===== src/rtl/brcu_pkg.sv =====
package brcu_pkg;

    localparam int ADDR_W  = 32;
    localparam int DATA_W  = 32;
    localparam int SHORT_W = 8;
    localparam int LONG_W  = 16;
    localparam int LEN_W   = 3;

    typedef struct packed {
        logic x;
        logic n;
        logic z;
        logic v;
        logic c;
    } ccr_t;

    typedef enum logic [1:0] {
        UPD_NONE = 2'd0,
        UPD_MOVE = 2'd1,
        UPD_CMP  = 2'd2,
        UPD_RSVD = 2'd3
    } upd_e;

    typedef enum logic [3:0] {
        CND_T  = 4'h0, CND_F  = 4'h1, CND_HI = 4'h2, CND_LS = 4'h3,
        CND_CC = 4'h4, CND_CS = 4'h5, CND_NE = 4'h6, CND_EQ = 4'h7,
        CND_VC = 4'h8, CND_VS = 4'h9, CND_PL = 4'hA, CND_MI = 4'hB,
        CND_GE = 4'hC, CND_LT = 4'hD, CND_GT = 4'hE, CND_LE = 4'hF
    } cond_e;

    function automatic logic cond_holds(input cond_e sel, input ccr_t f);
        logic r;
        case (sel)
            CND_T:   r = 1'b1;
            CND_F:   r = 1'b0;
            CND_HI:  r = !f.c && !f.z;
            CND_LS:  r = f.c || f.z;
            CND_CC:  r = !f.c;
            CND_CS:  r = f.c;
            CND_NE:  r = !f.z;
            CND_EQ:  r = f.z;
            CND_VC:  r = !f.v;
            CND_VS:  r = f.v;
            CND_PL:  r = !f.n;
            CND_MI:  r = f.n;
            CND_GE:  r = (f.n == f.v);
            CND_LT:  r = (f.n != f.v);
            CND_GT:  r = !f.z && (f.n == f.v);
            CND_LE:  r = f.z || (f.n != f.v);
            default: r = 1'b0;
        endcase
        return r;
    endfunction

endpackage


===== src/rtl/brcu_flag_unit.sv =====
module brcu_flag_unit
    import brcu_pkg::*;
#(
    parameter int DATA_W = brcu_pkg::DATA_W
) (
    input  logic              clk,
    input  logic              rst,
    input  logic              flag_load,
    input  ccr_t              flag_in,
    input  upd_e              upd_kind,
    input  logic [DATA_W-1:0] upd_dst,
    input  logic [DATA_W-1:0] upd_src,
    output ccr_t              ccr
);

    logic [DATA_W:0]   sub_full;
    logic [DATA_W-1:0] diff;
    logic              borrow;
    logic              sgn_ovf;
    ccr_t              ccr_nxt;

    assign sub_full = {1'b0, upd_dst} - {1'b0, upd_src};
    assign diff     = sub_full[DATA_W-1:0];
    assign borrow   = sub_full[DATA_W];
    assign sgn_ovf  = (upd_dst[DATA_W-1] != upd_src[DATA_W-1]) &&
                      (diff[DATA_W-1] != upd_dst[DATA_W-1]);

    always_comb begin
        ccr_nxt = ccr;
        if (flag_load) begin
            ccr_nxt = flag_in;
        end else begin
            case (upd_kind)
                UPD_MOVE: begin
                    ccr_nxt.n = upd_dst[DATA_W-1];
                    ccr_nxt.z = (upd_dst == '0);
                end
                UPD_CMP: begin
                    ccr_nxt.n = diff[DATA_W-1];
                    ccr_nxt.z = (diff == '0);
                    ccr_nxt.v = sgn_ovf;
                    ccr_nxt.c = borrow;
                end
                default: ccr_nxt = ccr;
            endcase
        end
    end

    always_ff @(posedge clk) begin
        if (rst) ccr <= '0;
        else     ccr <= ccr_nxt;
    end

    AST_LOAD_WINS: assert property (@(posedge clk) disable iff (rst)
        flag_load |=> ccr == $past(flag_in));
    AST_MOVE_KEEPS_XVC: assert property (@(posedge clk) disable iff (rst)
        (!flag_load && upd_kind == UPD_MOVE) |=>
        (ccr.x == $past(ccr.x) && ccr.v == $past(ccr.v) && ccr.c == $past(ccr.c)));
    AST_IDLE_KEEPS_FLAGS: assert property (@(posedge clk) disable iff (rst)
        (!flag_load && (upd_kind == UPD_NONE || upd_kind == UPD_RSVD)) |=> $stable(ccr));
    AST_CMP_KEEPS_X: assert property (@(posedge clk) disable iff (rst)
        (!flag_load && upd_kind == UPD_CMP) |=> ccr.x == $past(ccr.x));
    AST_CMP_EQUAL_Z: assert property (@(posedge clk) disable iff (rst)
        (!flag_load && upd_kind == UPD_CMP && upd_dst == upd_src) |=> (ccr.z && !ccr.c));

endmodule


===== src/rtl/brcu_cond_eval.sv =====
module brcu_cond_eval
    import brcu_pkg::*;
(
    input  cond_e sel,
    input  ccr_t  flags,
    output logic  taken
);

    assign taken = cond_holds(sel, flags);

endmodule


===== src/rtl/brcu_target_gen.sv =====
module brcu_target_gen #(
    parameter int ADDR_W  = brcu_pkg::ADDR_W,
    parameter int SHORT_W = brcu_pkg::SHORT_W,
    parameter int LONG_W  = brcu_pkg::LONG_W,
    parameter int LEN_W   = brcu_pkg::LEN_W
) (
    input  logic [ADDR_W-1:0]  pc,
    input  logic [SHORT_W-1:0] disp_s,
    input  logic [LONG_W-1:0]  disp_l,
    output logic [ADDR_W-1:0]  target,
    output logic [ADDR_W-1:0]  fallthru,
    output logic [LEN_W-1:0]   len,
    output logic               misaligned
);

    localparam int WORD_BYTES = 2;
    localparam int LONG_BYTES = WORD_BYTES + LONG_W / 8;

    logic              long_form;
    logic [ADDR_W-1:0] disp_s_ext;
    logic [ADDR_W-1:0] disp_l_ext;
    logic [ADDR_W-1:0] disp_sel;

    assign long_form  = (disp_s == '0);
    assign disp_s_ext = {{(ADDR_W-SHORT_W){disp_s[SHORT_W-1]}}, disp_s};
    assign disp_l_ext = {{(ADDR_W-LONG_W){disp_l[LONG_W-1]}}, disp_l};
    assign disp_sel   = long_form ? disp_l_ext : disp_s_ext;

    assign target     = pc + ADDR_W'(WORD_BYTES) + disp_sel;
    assign len        = long_form ? LEN_W'(LONG_BYTES) : LEN_W'(WORD_BYTES);
    assign fallthru   = pc + ADDR_W'(len);
    assign misaligned = target[0];

endmodule


===== src/rtl/brcu_top.sv =====
module brcu_top
    import brcu_pkg::*;
#(
    parameter int ADDR_W  = brcu_pkg::ADDR_W,
    parameter int DATA_W  = brcu_pkg::DATA_W,
    parameter int SHORT_W = brcu_pkg::SHORT_W,
    parameter int LONG_W  = brcu_pkg::LONG_W,
    parameter int LEN_W   = brcu_pkg::LEN_W
) (
    input  logic               clk,
    input  logic               rst,
    input  logic               flag_load,
    input  logic [4:0]         flag_in,
    input  logic [1:0]         upd_kind,
    input  logic [DATA_W-1:0]  upd_dst,
    input  logic [DATA_W-1:0]  upd_src,
    input  logic               br_valid,
    input  logic [ADDR_W-1:0]  br_pc,
    input  logic [SHORT_W-1:0] br_disp8,
    input  logic [LONG_W-1:0]  br_ext16,
    input  logic [3:0]         br_cond,
    output logic               res_valid,
    output logic               res_taken,
    output logic [ADDR_W-1:0]  res_target,
    output logic [ADDR_W-1:0]  res_fallthru,
    output logic [LEN_W-1:0]   res_len,
    output logic               res_misaligned,
    output logic [4:0]         ccr_out
);

    ccr_t              ccr_q;
    logic              cmb_taken;
    logic [ADDR_W-1:0] cmb_target;
    logic [ADDR_W-1:0] cmb_fallthru;
    logic [LEN_W-1:0]  cmb_len;
    logic              cmb_misaligned;

    brcu_flag_unit #(.DATA_W(DATA_W)) u_flags (
        .clk       (clk),
        .rst       (rst),
        .flag_load (flag_load),
        .flag_in   (ccr_t'(flag_in)),
        .upd_kind  (upd_e'(upd_kind)),
        .upd_dst   (upd_dst),
        .upd_src   (upd_src),
        .ccr       (ccr_q)
    );

    brcu_cond_eval u_cond (
        .sel   (cond_e'(br_cond)),
        .flags (ccr_q),
        .taken (cmb_taken)
    );

    brcu_target_gen #(
        .ADDR_W (ADDR_W),
        .SHORT_W(SHORT_W),
        .LONG_W (LONG_W),
        .LEN_W  (LEN_W)
    ) u_tgt (
        .pc         (br_pc),
        .disp_s     (br_disp8),
        .disp_l     (br_ext16),
        .target     (cmb_target),
        .fallthru   (cmb_fallthru),
        .len        (cmb_len),
        .misaligned (cmb_misaligned)
    );

    always_ff @(posedge clk) begin
        if (rst) begin
            res_valid      <= 1'b0;
            res_taken      <= 1'b0;
            res_target     <= '0;
            res_fallthru   <= '0;
            res_len        <= '0;
            res_misaligned <= 1'b0;
        end else begin
            res_valid <= br_valid;
            if (br_valid) begin
                res_taken      <= cmb_taken;
                res_target     <= cmb_target;
                res_fallthru   <= cmb_fallthru;
                res_len        <= cmb_len;
                res_misaligned <= cmb_misaligned;
            end
        end
    end

    assign ccr_out = ccr_q;

    AST_IDLE_NO_RESULT: assert property (@(posedge clk) disable iff (rst)
        !br_valid |=> !res_valid);
    AST_SHORT_LEN: assert property (@(posedge clk) disable iff (rst)
        (br_valid && br_disp8 != '0) |=> res_len == LEN_W'(2));
    AST_LONG_LEN: assert property (@(posedge clk) disable iff (rst)
        (br_valid && br_disp8 == '0) |=> res_len == LEN_W'(4));
    AST_ALWAYS_TAKEN: assert property (@(posedge clk) disable iff (rst)
        (br_valid && br_cond == 4'h0) |=> res_taken);
    AST_NEVER_TAKEN: assert property (@(posedge clk) disable iff (rst)
        (br_valid && br_cond == 4'h1) |=> !res_taken);
    AST_EQ_FOLLOWS_Z: assert property (@(posedge clk) disable iff (rst)
        (br_valid && br_cond == 4'h7) |=> res_taken == $past(ccr_out[2]));

endmodule


===== config.mk =====
export PLATFORM = sky130hd
export DESIGN_NAME = brcu_top
export DESIGN_NICKNAME = d
export VERILOG_FILES = /design/src/rtl/brcu_pkg.sv /design/src/rtl/brcu_flag_unit.sv /design/src/rtl/brcu_cond_eval.sv /design/src/rtl/brcu_target_gen.sv /design/src/rtl/brcu_top.sv
export SDC_FILE = /design/constraint.sdc
export NUM_CORES = 1
export LEC_CHECK = 0
export ABC_AREA = 1
export BUFFER_PORTS_ARGS = -buffer_cell sky130_fd_sc_hd__buf_2
export CAP_MARGIN = 20
export CORE_MARGIN = 4
export CORE_UTILIZATION = 50
export DETAILED_ROUTE_END_ITERATION = 12
export GPL_ROUTABILITY_DRIVEN = 1
export PLACE_DENSITY_LB_ADDON = 0.3
export SETUP_SLACK_MARGIN = 0.4
export SLEW_MARGIN = 20
export SYNTH_ARGS = -nofsm -noshare
export SYNTH_HDL_FRONTEND = slang
export SYNTH_SLANG_ARGS = --single-unit

===== constraint.sdc =====
create_clock -name clk -period 2.9 [get_ports clk]
set_clock_uncertainty 0.05 [all_clocks]
set_input_delay 0.145 -clock clk [delete_from_list [all_inputs] [get_ports clk]]
set_output_delay 0.145 -clock clk [all_outputs]
set_load 0.01 [all_outputs]

After elaboration in Yosys (flattened, before gate mapping)
Index checks and enable logic that the tools add are counted.
- bits in registers: 75
- logic and storage cells: 57
- $add $sub $neg: 4
- eq/ne operators: 21
- multiplexer cells: 6
- reduce and logical (&&, ||, !) cells: 15
- operator list (operator ; number):
    logical NOT 32 bit ; 2
    subtractor 32 x 32 -> 33 bit ; 1
    adder 32 x 2 -> 32 bit, second input constant ; 1
    adder 32 x 3 -> 32 bit ; 1
    adder 32 bit ; 1
    == test 4 bit, second input constant ; 8
    2-to-1 mux 32 bit ; 1
    == test 4 x 3 -> 1 bit, second input constant ; 4
    case mux 1 bit (16 select lines) ; 1
    == test 4 x 2 -> 1 bit, second input constant ; 2
    logical NOT 8 bit ; 1
    == test 4 x 1 -> 1 bit, second input constant ; 1
    logical NOT 1 bit ; 4
    logical NOT 4 bit ; 1
    2-to-1 mux 4 bit ; 1
    case mux 2 bit (2 select lines) ; 1
    logical AND 1 bit ; 3
    2-to-1 mux 3 bit ; 1
    != test 1 bit ; 3
    nonzero test 3 bit ; 1
    == test 2 x 1 -> 1 bit, second input constant ; 1
    == test 2 bit, second input constant ; 1
    logical OR 1 bit ; 2
    2-to-1 mux 2 bit ; 1
    other kinds (2) ; 2

Longest topological paths before layout
Gate-level depths: netlist of run 1.
- word-level depth: 5
- depth in mapped cells: 23

By module
Synthesis of run 1 repeated with hierarchy kept, for this count alone.
- cells, all modules: 1893
- area total of the unflattened synthesis: 9975.8 um^2
- by module, submodules not included (module ; times used ; cells each ; sequential area each (um^2) ; area an instance (um^2)):
    brcu_target_gen ; 1 ; 747 ; 0.0 ; 3837.4
    brcu_flag_unit ; 1 ; 655 ; 100.1 ; 3109.2
    brcu_top ; 1 ; 440 ; 1401.3 ; 2816.5
    brcu_cond_eval ; 1 ; 51 ; 0.0 ; 212.7

Worst setup path after synthesis of run 1
No wires, ideal clock.
- kind: input to register
- start: in br_disp8[3]
- end: reg res_target[27]
- library setup time: 0.115 ns
- arrival: 3.064 ns
- data required time: 2.735 ns
- cell stages on the path: 20
- slack: -0.330 ns
- buffers on the path: 1
- path through: inv_1 > nand3_1 > nor2_1 > buf_2 > inv_1 > nor2_1 > nor2_1 > ha_1 > ha_1 > a21oi_1 > o21ai_0 > a21oi_1 > nand3_1 > nand2_1 > nand2_1 > nand2_1 > nand2_1 > xor2_1 > o21ai_0 > inv_1
- word-level cells in the longest chain between the ends: 3
- ends and longest elaborated chain (item ; line ; text):
    start, declared ; brcu_top.sv:19 ; input logic [SHORT_W-1:0] br_disp8,
    logical NOT 8 bit ; brcu_target_gen.sv:24 ; assign long_form = (disp_s == '0);
    2-to-1 mux 32 bit (*) ; brcu_target_gen.sv:27 ; assign disp_sel = long_form ? disp_l_ext : disp_s_ext;
    adder 32 bit (*) ; brcu_target_gen.sv:29 ; assign target = pc + ADDR_W'(WORD_BYTES) + disp_sel;
    end signal, assigned ; brcu_top.sv:82 ; res_target <= cmb_target;
    end, declared ; brcu_top.sv:24 ; output logic [ADDR_W-1:0] res_target,
Mark *: on every way between the ends. The rest lies on a longest branch, timed or not.
A chain may end at the register's enable or synchronous reset.

Worst setup path after layout of run 1
- start: in br_disp8[7]
- end: reg res_target[23]
Same word-level chain as after synthesis.

==> reports/results.txt, run 1 <==
Core Rows: 47
Fin util: 0.752
Post-synthesis async set-or-reset flop share: 0
Overall routed net length: 36700 um
Setup violations, final: 2
Core Box Area: 0.0168 mm^2
Failing checks: setup timing
Vias in the first global route: 10500
Ports: 210
Drt drc: 0
Min Clock Period, post-route: 2.93 ns
CP max FO: 5
Post-Syn Area: 0.00862 mm^2
CP startpoint kind: input port
Pleak: 6.86 nW
Crit Path Class: input port to flip-flop
Worst-Skew Late Latency: 0.35 ns
Reg2reg setup slack: 1.57 ns
Die W: 139 um
Power Dens Cells: 388 mW/mm^2
Yosys warning count: 0
Port buffer count: 208
Netlist cell types: 54
Chip height: 139 um
TritonCTS Buffers: 9
Die ar.: 0.0194 mm^2
Tightest Pin Transition: 1.09 ns
Worst Hold End: u_flags.ccr[0]
Max-cap violations: 0
FF-to-FF Start: u_flags.ccr[3]
Layout cells sized above 1: 0.309
CP max-delay cell: ha_1
Number of synthesized flops with an enable pin: 0
Clk buf depth: 2
WL per Instance: 18.0 um
First-pass GRT wire length: 51500 um
CP max stage delay: 0.34 ns
Placer Congestion: 0.970
Initial Utilization: 0.515
Worst Path Required: 3.14 ns
Iter 0 DRT Violations: 892
F_max: 0.341 GHz
Vias: 11300
Nets: 2042
R2R cell count: 6
Max VDD drop: 0.000341 V
CTS H-tree lvls: 3
Cell Area, Placed: 0.0108 mm^2
RR Endpoint: res_taken
Status: complete, but fails checks
GRT Overall Usage: 0.321
Worst Hold Path Cells: 3
Final max-slew violation count: 0
Crit. End Element: flip-flop
Initial antenna violation count: 1
Root buffer cell: clkbuf_16
Area growth syn-to-layout: 46.2%
Setup WS post-layout: -0.0326 ns
Hold_sp: flag_in[0]
Largest net degree at the start of global routing: 92
Pre-CTS WS: -0.439 ns
Synth Flop Type: dfxtp_1
DRT antenna net count: 0
Mapped Cells: 1488
CTS tree: yes
FF+latch count, synth: 73
Period utilisation layout: 1.01
Post-Layout Inst Area: 0.0126 mm^2
Via density: 5.57
Register clock-pin slew on the reported worst setup and hold paths: 0.07 ns
Rel. slew slack: 0.267
Final hold violation count: 0
Mean Syn Cell Area: 5.80 um^2
Unrepaired setup endpoints after global routing: yes
Worst-path cell chain: buf_8 -> nor2_4 -> nand3_2 -> nor2_4 -> buf_6 -> buf_4 -> nand2_1 -> nand2_1 -> ha_1 -> ha_1 -> buf_4 -> nand2_1 -> inv_1 -> a21boi_4 -> inv_2 -> buf_6 -> nand3_2 -> nand2_2 -> nand2_1 -> inv_1 -> o21ai_1 -> o211ai_1 -> inv_1
Syn Nets: 1720
First-pass DRT Iterations: 8
Grt ovf: 0
Min-delay worst type: input port to flip-flop
Num Clock Sinks: 73
Hpwl dp: 23200 um
Post-synthesis sequential area ratio: 0.169
Data arrival, critical path: 3.17 ns
Setup_tns: -0.0369 ns
Most used cell, CP: nand2_1
cell usage in the layout, fill, tap and decap left out, drive strengths merged, types with 2 or more instances in the layout:
| cell | n |
|---|---|
| nand2 | 379 |
| buf | 334 |
| inv | 295 |
| nor2 | 222 |
| ha | 95 |
| nand3 | 82 |
| o21ai | 82 |
| dfxtp | 73 |
| a21oi | 65 |
| xor2 | 28 |
| nand4 | 21 |
| nor3 | 21 |
| xnor2 | 14 |
| nor4 | 13 |
| clkbuf | 10 |
| o221ai | 9 |
| o211ai | 8 |
| a31oi | 8 |
| o21bai | 7 |
| and2 | 6 |
| nand3b | 5 |
| a21o | 4 |
| a21boi | 4 |
| o21a | 3 |
| nor3b | 3 |
| or2 | 3 |
| clkinv | 3 |
| o22ai | 2 |
| fa | 2 |
| bufinv | 2 |
| dlygate4sd3 | 2 |
metal layers:
| metal | part of all wire | track usage | up-vias |
|---|---|---|---|
| met1 | 0.37 | 0.365 | 5045 |
| met4 | 0.078 | 0.169 | 0 |
| met3 | 0.073 | 0.0446 | 241 |
| met2 | 0.48 | 0.579 | 706 |
| met5 | 0 | 0 | - |
| li1 | - | - | 5341 |
sequential cells by signal, indices dropped and copies added, names as in the netlist:
register	flops
res_fallthru	32
res_valid	1
res_len	2
res_taken	1
u_flags.ccr	5
res_target	32
synthesized netlist by cell type, drive strengths merged, types with 3 or more instances:
library cell / number / area, um^2
nand2: 379 / 1430
inv: 294 / 1100
nor2: 222 / 858
ha: 95 / 1190
nand3: 82 / 438
o21ai: 82 / 414
dfxtp: 73 / 1460
a21oi: 65 / 325
xor2: 28 / 245
nand4: 21 / 153
nor3: 21 / 110
clkbuf: 14 / 62.6
xnor2: 14 / 123
nor4: 13 / 81.3
buf: 10 / 47.5
o221ai: 9 / 78.8
a31oi: 8 / 50.1
o211ai: 8 / 60.1
o21bai: 7 / 52.6
and2: 6 / 37.5
nand3b: 5 / 37.5
a21boi: 4 / 30.0
a21o: 4 / 30.0
nor3b: 3 / 27.5
o21a: 3 / 22.5
or2: 3 / 18.8
worst max-delay path: cells and delay by family:
kind / cells / cell delay [ns]
buf+inv: 9 / 1.05
simple gates: 9 / 0.82
compound gates: 3 / 0.59
fa+ha+maj: 2 / 0.57
worst max-delay path by stage:
stage,from,endpoint,cells past startpoint
after CTS,br_disp8[1],res_target[26],20
final,br_disp8[7],res_target[23],23
after global placement,br_disp8[0],res_target[25],18
after global routing,br_disp8[7],res_target[23],21
after detailed placement,br_disp8[0],res_target[25],18
after floorplan,br_disp8[7],res_target[27],23
timing repair:
item / in CTS / in global routing
hold buffers: 2 / 0
gates cloned: 0 / 0
endpoints found under the hold margin: 2 / 0
resized for setup: 111 / 105
setup endpoints to repair: 25 / 31
pin swaps: 69 / 59
buffers inserted: 25 / 21
final cells by class:
type                            count  area [um^2]
Clock buffer                       10          239
Multi-Input combinational cell   1095         7320
Clock inverter                      6         90.1
Fill cell                        1225         4150
Antenna cell                        1         2.50
Inverter                          295         1110
Tap cell                          220          275
Timing Repair Buffer              336         2100
Sequential cell                    73         1460
power breakdown:
| group | internal (mW) | total (mW) | switching, mW |
|---|---|---|---|
| Sequential | 1.09 | 1.15 | 0.0559 |
| Combinational | 1.04 | 2.48 | 1.44 |
| Clock | 0.780 | 1.27 | 0.486 |
metrics by stage:
step	total power [mW]	hold slack, ns	instances
floorplan	2.35	0.230	1488
CTS	4.54	0.00896	2014
global route	5.12	0.0312	2036
finish	4.89	0.0117	2036
detailed placement	3.06	0.340	1971
global placement	3.03	0.332	1971
cells by family after synthesis:
family / Yosys count / synth area share
AND/OR/NAND/NOR: 756 / 0.371
flip-flops: 73 / 0.169
multiplexers: 1 / 0.00116
other: 1 / 0.000435
buffers and inverters: 320 / 0.142
AO/OA/AOI/OAI: 198 / 0.131
XOR/XNOR: 42 / 0.0427
adder cells (fa/ha/maj): 97 / 0.142
No activity file was read; power rests on OpenSTA's default activity.
==> inputs of run 2 (changes only) <==
--- a/config.mk
+++ b/config.mk
@@ -8,6 +8,7 @@
 export ABC_AREA = 1
 export BUFFER_PORTS_ARGS = -buffer_cell sky130_fd_sc_hd__buf_2
 export CAP_MARGIN = 20
+export CORE_ASPECT_RATIO = 1.2
 export CORE_MARGIN = 4
 export CORE_UTILIZATION = 50
 export DETAILED_ROUTE_END_ITERATION = 12
==> run 2 against run 1 <==
Die area is essentially flat. The run still ends with setup timing left. Setup slack about the same. Largest power group unchanged. Cell area is 2.5% higher. Critical path type unchanged. First-iteration DRC count is 19% higher.
==> reports/results.txt, run 2 (same netlist as run 1, synthesis figures left out) <==
Root buffer cell: clkbuf_16
Overall routed net length: 37500 um (+2.2%)
Largest net degree at the start of global routing: 50 (-46%)
Core Rows: 52 (+11%)
Clk buf depth: 2 (unchanged)
CTS H-tree lvls: 3 (unchanged)
Final hold violation count: 0 (unchanged)
Max VDD drop: 0.000389 V (+14%)
Ports: 210 (unchanged)
Worst Hold Path Cells: 3 (unchanged)
Regs by FF count: res_fallthru: 32 flops, res_target: 32 flops, u_flags.ccr: 5 flops
Placer Congestion: 0.967 (-0.29%)
Setup violations, final: 1 (-1)
Worst Path Required: 3.10 ns (-0.04 ns)
Initial Utilization: 0.510 (-0.00476)
Power Dens Cells: 384 mW/mm^2 (-1.1%)
Worst-Skew Late Latency: 0.36 ns (about the same)
Iter 0 DRT Violations: 1060 (+19%)
DRT antenna net count: 0 (unchanged)
Nets: 2069 (+1.3%)
Fillers: 1204 (-1.7%)
Register clock-pin slew on the reported worst setup and hold paths: 0.07 ns (about the same)
Min Clock Period, post-route: 2.93 ns (+0.000294 ns)
Data arrival, critical path: 3.13 ns (-0.04 ns)
Max-cap violations: 0 (unchanged)
First-pass DRT Iterations: 5 (-3)
Layout cells sized above 1: 0.325 (+0.0156)
Setup_tns: -0.0329 ns (+0.00399 ns)
RR Endpoint: res_taken
Die ar.: 0.0194 mm^2 (about the same)
Core Box Area: 0.0169 mm^2 (+0.93%)
Chip height: 152 um (+9.0%)
Final max-slew violation count: 0 (unchanged)
Antenna Cells: 0 (-1)
Min-delay worst type: input port to flip-flop
CP startpoint kind: input port
Failing checks: setup timing
Crit Path Class: input port to flip-flop
Reg2reg setup slack: 1.61 ns (+0.04 ns)
CP max FO: 7 (+2)
Tightest Pin Transition: 0.963 ns (-0.129 ns)
Hold_sp: flag_in[0]
CTS tree: yes
Most common cell after layout, fill and taps aside: nand2_1
Vias in the first global route: 10700 (+1.7%)
WL per Instance: 18.2 um (+1.1%)
Period utilisation layout: 1.01 (about the same)
Initial antenna violation count: 0 (-1)
First-pass GRT wire length: 51100 um (-0.66%)
Hpwl dp: 24100 um (+3.8%)
Unrepaired setup endpoints after global routing: yes
GRT Overall Usage: 0.323 (+0.00243)
Pleak: 7.03 nW (+2.4%)
F_max: 0.341 GHz (about the same)
Drt drc: 0 (unchanged)
Status: complete, but fails checks
Rel. slew slack: 0.354 (+0.0865)
Grt ovf: 0 (unchanged)
Pre-CTS WS: -0.308 ns (+0.131 ns)
Most frequent cells in the layout: nand2_1 (344), inv_1 (278), buf_2 (204)
Area growth syn-to-layout: 49.8%
Num Clock Sinks: 73 (unchanged)
TritonCTS Buffers: 9 (unchanged)
Worst Hold End: u_flags.ccr[0]
Via density: 5.59 (+0.45%)
Crit. End Element: flip-flop
R2R cell count: 6 (unchanged)
Setup WS post-layout: -0.0329 ns (-0.000294 ns)
Die W: 128 um (-8.2%)
Vias: 11500 (+1.5%)
Fin util: 0.764 (+0.0115)
Port buffer count: 208 (unchanged)
FF-to-FF Start: u_flags.ccr[3]
## run 2: cell count changes in the layout (fill, tap and decap cells not counted), moves of 3 or more
| cell | delta |
|---|---|
| buf_4 | +19 |
| nand2_1 | -7 |
| nor2_1 | +7 |
| a21oi_2 | +6 |
| inv_1 | -6 |
| nor2_4 | -6 |
| a21oi_1 | -5 |
| buf_12 | +5 |
| nand2_2 | +4 |
| inv_2 | +3 |
| nand3_1 | +3 |
| nand3_2 | -3 |
| o221ai_1 | -3 |
| o221ai_2 | +3 |
## run 2: worst max-delay path by stage
stage	endpoint	cells past startpoint	slack [ns]	from
after CTS	res_target[30]	23	0.26	br_disp8[0]
after global placement	res_target[27]	20	-0.27	br_disp8[7]
after detailed placement	res_target[25]	18	-0.31	br_disp8[7]
after global routing	res_target[30]	21	-0.13	br_disp8[6]
after floorplan	res_target[27]	23	0.19	br_disp8[7]
final	res_target[30]	21	-0.03	br_disp8[6]
## run 2: critical path: stages
cell	delay, ns
buf_8	0.10
nor2_4	0.10
nand3_2	0.09
nor2_4	0.17
buf_6	0.12
nor2_4	0.04
nor2_4	0.22
buf_12	0.19
ha_2	0.30
ha_4	0.27
a21oi_1	0.22
o21ai_0	0.16
a21oi_1	0.20
o211ai_1	0.14
buf_4	0.17
nand2_2	0.06
nand3b_1	0.11
a21oi_2	0.13
o21ai_1	0.07
nand2_1	0.06
inv_1	0.04
## run 2: layer usage
| layer | track usage | up-vias | routed length, um |
|---|---|---|---|
| met4 | 0.178 | 0 | 2870 |
| met2 | 0.601 | 673 | 18400 |
| met3 | 0.0393 | 227 | 2850 |
| met5 | 0 | - | 0 |
| met1 | 0.346 | 5191 | 13400 |
| li1 | - | 5416 | - |
## run 2: per-stage QoR
stage	cells	instance area [um^2]	total power, mW	hold slack [ns]
global placement	1988	11000	3.09	0.330
floorplan	1488	9000	2.35	0.230
CTS	2030	12100	4.54	0.0229
finish	2058	12900	4.96	0.0169
global route	2058	12900	5.18	0.0371
detailed placement	1988	11000	3.11	0.340
## run 2: timing repair
action / CTS / global route
setup buffers: 23 / 27
pin swaps: 50 / 77
setup endpoints to repair: 22 / 36
cloned: 1 / 1
hold buffers: 2 / 0
resized for setup: 106 / 128
hold endpoints to repair: 2 / 0
## run 2: area by class of cell
class,instances,area [um^2],share of cell area
multi-input combinational,1095,7330,0.567
timing repair buffer,363,2410,0.186
sequential,73,1460,0.113
inverter,295,1130,0.0873
tap,216,270,0.0209
clock buffer,11,243,0.0188
clock inverter,5,78.8,0.00610
## run 2: report_power, final
part	internal [mW]	leakage [nW]	switching [mW]
registers	1.09	0.607	0.0596
clock network	0.776	0.159	0.479
logic	1.10	6.26	1.45
